`config.mk`:
```
export PLATFORM = sky130hd
export DESIGN_NAME = oc_alarm_guard
export DESIGN_NICKNAME = d
export VERILOG_FILES = /design/src/rtl/oc_pkg.sv /design/src/rtl/oc_alarm_sync.sv /design/src/rtl/oc_event_filter.sv /design/src/rtl/oc_throttle_hold.sv /design/src/rtl/oc_alarm_guard.sv
export SDC_FILE = /design/constraint.sdc
export NUM_CORES = 1
export LEC_CHECK = 0
export BUFFER_PORTS_ARGS = -buffer_cell sky130_fd_sc_hd__buf_2
export CORE_MARGIN = 2
export CORE_UTILIZATION = 50
export DETAILED_ROUTE_END_ITERATION = 7
export PLACE_DENSITY = 0.73
export SYNTH_ARGS = -nofsm -noshare
export SYNTH_HDL_FRONTEND = slang
export SYNTH_SLANG_ARGS = --single-unit
```
`constraint.sdc`:
```
create_clock -name clk -period 5.2 [get_ports clk]
set_clock_uncertainty 0.1 [all_clocks]
set_input_delay 0 -clock clk [delete_from_list [all_inputs] [get_ports clk]]
set_output_delay 0 -clock clk [all_outputs]
set_load 0.01 [all_outputs]
```
`src/rtl/oc_pkg.sv`:
```
package oc_pkg;

    // Synchronized alarm view: current level (active = 1) and a one-cycle
    // pulse on each idle-to-active transition.
    typedef struct packed {
        logic level;
        logic rise;
    } alarm_s;

    // Next state of the event counter and quiet timer.
    typedef struct packed {
        logic clr;   // counter returns to zero
        logic inc;   // counter increments
    } cnt_op_s;

endpackage

```
`src/rtl/oc_alarm_sync.sv`:
```
module oc_alarm_sync #(
    parameter int STAGES = 2
) (
    input  logic           clk,
    input  logic           rst,
    input  logic           alarm_in,
    input  logic           active_low,
    output oc_pkg::alarm_s alarm
);
    logic [STAGES-1:0] chain;
    logic              lvl;
    logic              lvl_q;

    generate
        if (STAGES == 1) begin : g_one
            always_ff @(posedge clk) begin
                if (rst) chain <= active_low;
                else     chain <= alarm_in;
            end
        end else begin : g_many
            always_ff @(posedge clk) begin
                if (rst) chain <= {STAGES{active_low}};
                else     chain <= {chain[STAGES-2:0], alarm_in};
            end
        end
    endgenerate

    assign lvl = chain[STAGES-1] ^ active_low;

    always_ff @(posedge clk) begin
        if (rst) lvl_q <= 1'b0;
        else     lvl_q <= lvl;
    end

    assign alarm.level = lvl;
    assign alarm.rise  = lvl & ~lvl_q;
endmodule

```
`src/rtl/oc_event_filter.sv`:
```
module oc_event_filter #(
    parameter int CNT_W  = 8,
    parameter int FILT_W = 16
) (
    input  logic              clk,
    input  logic              rst,
    input  logic              rise,
    input  logic              irq_clear,
    input  logic              thresh_en,
    input  logic [CNT_W-1:0]  thresh,
    input  logic [FILT_W-1:0] filter,
    output logic [CNT_W-1:0]  count,
    output logic              irq
);
    localparam logic [CNT_W-1:0] CNT_MAX = {CNT_W{1'b1}};

    logic [FILT_W-1:0] quiet, quiet_n;
    logic [CNT_W-1:0]  base, cnt_n;
    logic              irq_n;
    logic              expire;
    oc_pkg::cnt_op_s   op;

    always_comb begin
        base   = irq_clear ? '0 : count;
        expire = (filter != '0) && (base != '0) && (quiet == filter - 1'b1);
        op.inc = rise;
        op.clr = !rise && expire;

        cnt_n   = base;
        quiet_n = quiet;
        if (irq_clear) quiet_n = '0;
        if (op.inc) begin
            cnt_n   = (base == CNT_MAX) ? CNT_MAX : base + 1'b1;
            quiet_n = '0;
        end else if (op.clr) begin
            cnt_n   = '0;
            quiet_n = '0;
        end else if (base != '0 && filter != '0) begin
            quiet_n = quiet + 1'b1;
        end

        irq_n = (irq && !irq_clear) || (op.inc && thresh_en && (cnt_n >= thresh));
    end

    always_ff @(posedge clk) begin
        if (rst) begin
            count <= '0;
            quiet <= '0;
            irq   <= 1'b0;
        end else begin
            count <= cnt_n;
            quiet <= quiet_n;
            irq   <= irq_n;
        end
    end
endmodule

```
`src/rtl/oc_throttle_hold.sv`:
```
module oc_throttle_hold #(
    parameter int HOLD_W = 12
) (
    input  logic              clk,
    input  logic              rst,
    input  logic              active,
    input  logic              us_tick,
    input  logic [HOLD_W-1:0] hold_us,
    output logic              throttle
);
    logic [HOLD_W-1:0] remain;

    always_ff @(posedge clk) begin
        if (rst)                          remain <= '0;
        else if (active)                  remain <= hold_us;
        else if (us_tick && remain != '0) remain <= remain - 1'b1;
    end

    assign throttle = active || (remain != '0);
endmodule

```
`src/rtl/oc_alarm_guard.sv`:
```
module oc_alarm_guard #(
    parameter int CNT_W       = 8,
    parameter int FILT_W      = 16,
    parameter int HOLD_W      = 12,
    parameter int SYNC_STAGES = 2
) (
    input  logic              clk,
    input  logic              rst,
    input  logic              alarm_in,
    input  logic              cfg_active_low,
    input  logic              cfg_thresh_en,
    input  logic [CNT_W-1:0]  cfg_thresh,
    input  logic [FILT_W-1:0] cfg_filter,
    input  logic [HOLD_W-1:0] cfg_hold_us,
    input  logic              us_tick,
    input  logic              irq_clear,
    output logic              irq,
    output logic              throttle_req,
    output logic [CNT_W-1:0]  event_count
);
    oc_pkg::alarm_s alarm;

    oc_alarm_sync #(.STAGES(SYNC_STAGES)) u_sync (
        .clk        (clk),
        .rst        (rst),
        .alarm_in   (alarm_in),
        .active_low (cfg_active_low),
        .alarm      (alarm)
    );

    oc_event_filter #(.CNT_W(CNT_W), .FILT_W(FILT_W)) u_filt (
        .clk       (clk),
        .rst       (rst),
        .rise      (alarm.rise),
        .irq_clear (irq_clear),
        .thresh_en (cfg_thresh_en),
        .thresh    (cfg_thresh),
        .filter    (cfg_filter),
        .count     (event_count),
        .irq       (irq)
    );

    oc_throttle_hold #(.HOLD_W(HOLD_W)) u_hold (
        .clk      (clk),
        .rst      (rst),
        .active   (alarm.level),
        .us_tick  (us_tick),
        .hold_us  (cfg_hold_us),
        .throttle (throttle_req)
    );
endmodule

```
==> run metrics <==
WHS Endpoint u_hold.remain[1]$_SDFFE_PP0P_; crit path DAT about 4 ns; CTS root buf clkbuf_8; dpl cell area about 3300 um2; Initial Util 51.1%; Resized cells post-CTS 0; gp weighted congestion 0.884; Chip Height 81.1 um; FP Rows 28; gr usage total 22.2%; Synth Area per Inst 7.90 um2; post-CTS setup buffer count 0; area of the mapped netlist approximately 3000 um2; Worst setup EP type flop; Die Area 6580 um2; R2R Setup Slk about 1.3 ns; Reg2Reg Depth 16; chip width slightly above 80 um; Via-to-Cell Ratio roughly 5.6; EDFF count, synth 0; ys flop type dfxtp_1; final wirelength just under 7000 um; outcome completed; # port buffers between 50 and 60; CP peak stage delay roughly 0.54 ns; Fin. Hold Viols 0; slowest cell on the critical path dlygate4sd3_1; Max Fclk 253 MHz; Pins Over Slew Limit 0; Lkg Pwr between 1 and 1.5 nW; nets@finish roughly 490; Distinct cells, synth between 50 and 60; Wirelength per Cell 13.4 um; Least-Margin Pin Slew roughly 1.2 ns; diode count 0; Tmin final ~4 ns; I/O pins 53; Clock Sinks 40; initial antenna violation count 0; vias in the first global route ~2700; Critical Path RT 5.26 ns; Final ANT Viol Nets 0; PnR worst setup slack between 1 and 1.5 ns; crit start category input pin; HP Class input pin to flop; CTS Buf Count 5; DP Worst Slack about 1.1 ns; CP max FO 27; cts hold-fix bufs 17; post-synthesis sequential area ratio between 20% and 30%; initial drt markers 177; synthesized flop and latch total 40; Reg2Reg Capture Point u_filt.irq$_SDFF_PP0_; layout cells sized above 1 19.3%; first-pass GRT wire length ~12000 um; largest net degree at the start of global routing 28; r2r startpoint u_filt.quiet[14]$_SDFFE_PP0P_; post-route cell area about 3500 um2; Congestion Overflow GR 0; DRT Pass-1 Iters 4; relative slew slack 22.9%; Most Frequent Cell on Critical Path a21o_1; HPWL after DPL between 5000 and 6000 um; RSZ-0062 raised after global routing no; setup TNS 0 ns; Cell Pwr Density 225 nW/um2; maxcap violations 0; Hold Path Origin rst; Area growth syn-to-layout 18.1%; DRC Markers 0; cells after synthesis between 300 and 400; Clock Path Buffers 2; commonest cells after routing, fill and taps aside buf_2 (52), dfxtp_1 (40), nor2_1 (36), nand2_1 (23), o21ai_0 (23); Final setup viols 0; VDD IR-drop max about 0.17 mV; final worst path period share between 70% and 80%; via count 2841; filler instances 555; synth warn 0; crit path kind input pin to flop; Critical Path, Cell by Cell dlygate4sd3_1, buf_2, xnor2_2, buf_4, nor2_1, nor4_1, o2111ai_1, a2111oi_0, and3_4, nor2_1, o22a_1, ha_1, a21o_1, a21o_1, a21o_1, a21oi_1, nor2b_1, o21ai_0, a221oi_1; Async S/R FF share, synth 0%; clk_lat worst skew between 0.2 and 0.3 ns; Syn Nets 432; CTS tree yes; commonest non-fill, non-tap cell in the layout buf_2; WHS Path Cells 2; CTS H-tree depth 2; CORE AREA 5820 um2; Reg clk slew, reported paths approximately 0.080 ns; Overall Power 0.000790 W
-- worst max-delay path, delay by kind of cell --
family | cells | cell delay, ns
XOR/XNOR | 1 | 0.12
buffers and inverters | 3 | 0.97
adder cells (fa/ha/maj) | 1 | 0.27
AND/OR/NAND/NOR | 5 | 1.07
AO/OA/AOI/OAI | 9 | 1.58
-- worst max-delay path by stage --
stage | slack [ns] | start | cells after the start | to
after floorplan | 1.45 | cfg_filter[3] | 18 | u_filt.irq$_SDFF_PP0_
after global placement | 1.20 | cfg_filter[3] | 17 | u_filt.irq$_SDFF_PP0_
after detailed placement | 1.11 | cfg_filter[3] | 17 | u_filt.irq$_SDFF_PP0_
after CTS | 1.24 | cfg_active_low | 19 | u_filt.irq$_SDFF_PP0_
after global routing | 0.91 | cfg_active_low | 19 | u_filt.irq$_SDFF_PP0_
final | 1.25 | cfg_active_low | 19 | u_filt.irq$_SDFF_PP0_
-- metal layers --
metal | part of all wire (%) | vias to the layer above | track usage, %
met5 | 0 | - | 0
met3 | 6.2 | 6 | 3.44
li1 | - | 1464 | -
met2 | 48 | 81 | 38.0
met1 | 45 | 1290 | 28.8
met4 | 1.0 | 0 | 6.61
-- power by group --
part | internal [W] | leakage (nW) | total, W | switching, W
sequential | 0.000327 | 0.328 | 0.000346 | 0.0000193
clock | 0.000108 | 0.0455 | 0.000216 | 0.000108
combinational | 0.0000987 | 1.07 | 0.000228 | 0.000129
total | 0.000534 | 1.44 | 0.000790 | 0.000256
-- stage by stage --
stage,util (%),std cells,hold WS [ns]
4_1_cts,60.4,511,0.00810
6_report,60.4,511,0.00885
3_3_place_gp,55.9,486,0.129
5_1_grt,60.4,511,0.0330
3_5_place_dp,55.9,486,0.144
2_1_floorplan,-,376,0.0217
-- state kept, by name (all words and copies together), names as in the netlist --
name / flops
u_filt.count: 8
u_filt.irq: 1
u_filt.quiet: 16
u_hold.remain: 12
u_sync.chain: 2
u_sync.lvl_q: 1
-- final cells by class --
| class | count | area (um2) | share of cell area (%) |
|---|---|---|---|
| multi-input cells | 299 | 2010 | 57.3 |
| flip-flops and latches | 40 | 801 | 22.8 |
| repair buffers | 71 | 445 | 12.7 |
| well taps | 75 | 93.8 | 2.67 |
| clock buffers | 8 | 90.1 | 2.57 |
| inverters | 18 | 67.6 | 1.92 |
-- kinds of logic after synthesis --
kind of cell             count (synthesis)  synth area share [%]
AND/OR/NAND/NOR                        164                  31.7
adder cells (fa/ha/maj)                 13                  5.47
AO/OA/AOI/OAI                           83                  17.7
XOR/XNOR                                29                  8.55
flip-flops                              40                  26.9
multiplexers                            10                  4.08
buffers and inverters                   37                  5.56
-- Yosys cell counts (3+ instances only) --
cell type | number | area share, %
nor2_4 | 10 | 3.8
and2_1 | 3 | 0.63
nand2_1 | 23 | 2.9
or4_1 | 5 | 1.3
nand3_1 | 6 | 1.0
clkbuf_1 | 15 | 1.9
nor2_1 | 36 | 4.5
mux2i_1 | 5 | 1.7
o22ai_1 | 3 | 0.63
ha_1 | 13 | 5.5
and3_1 | 9 | 1.9
mux2_2 | 3 | 1.1
or3_1 | 6 | 1.3
nor3_1 | 13 | 2.2
o21ai_0 | 23 | 3.9
xor2_1 | 11 | 3.2
a21o_1 | 3 | 0.76
nor4_1 | 10 | 2.1
a31oi_1 | 8 | 1.7
dfxtp_1 | 40 | 27
inv_1 | 18 | 2.3
a211oi_1 | 10 | 2.5
nand4_1 | 6 | 1.3
nor3b_1 | 8 | 2.0
a21oi_1 | 20 | 3.4
xnor2_1 | 18 | 5.3
nand2b_1 | 12 | 2.5
nor2b_1 | 7 | 1.5
nor4b_1 | 3 | 0.88
or2_2 | 4 | 0.84
(Power assumes the default switching activity.)
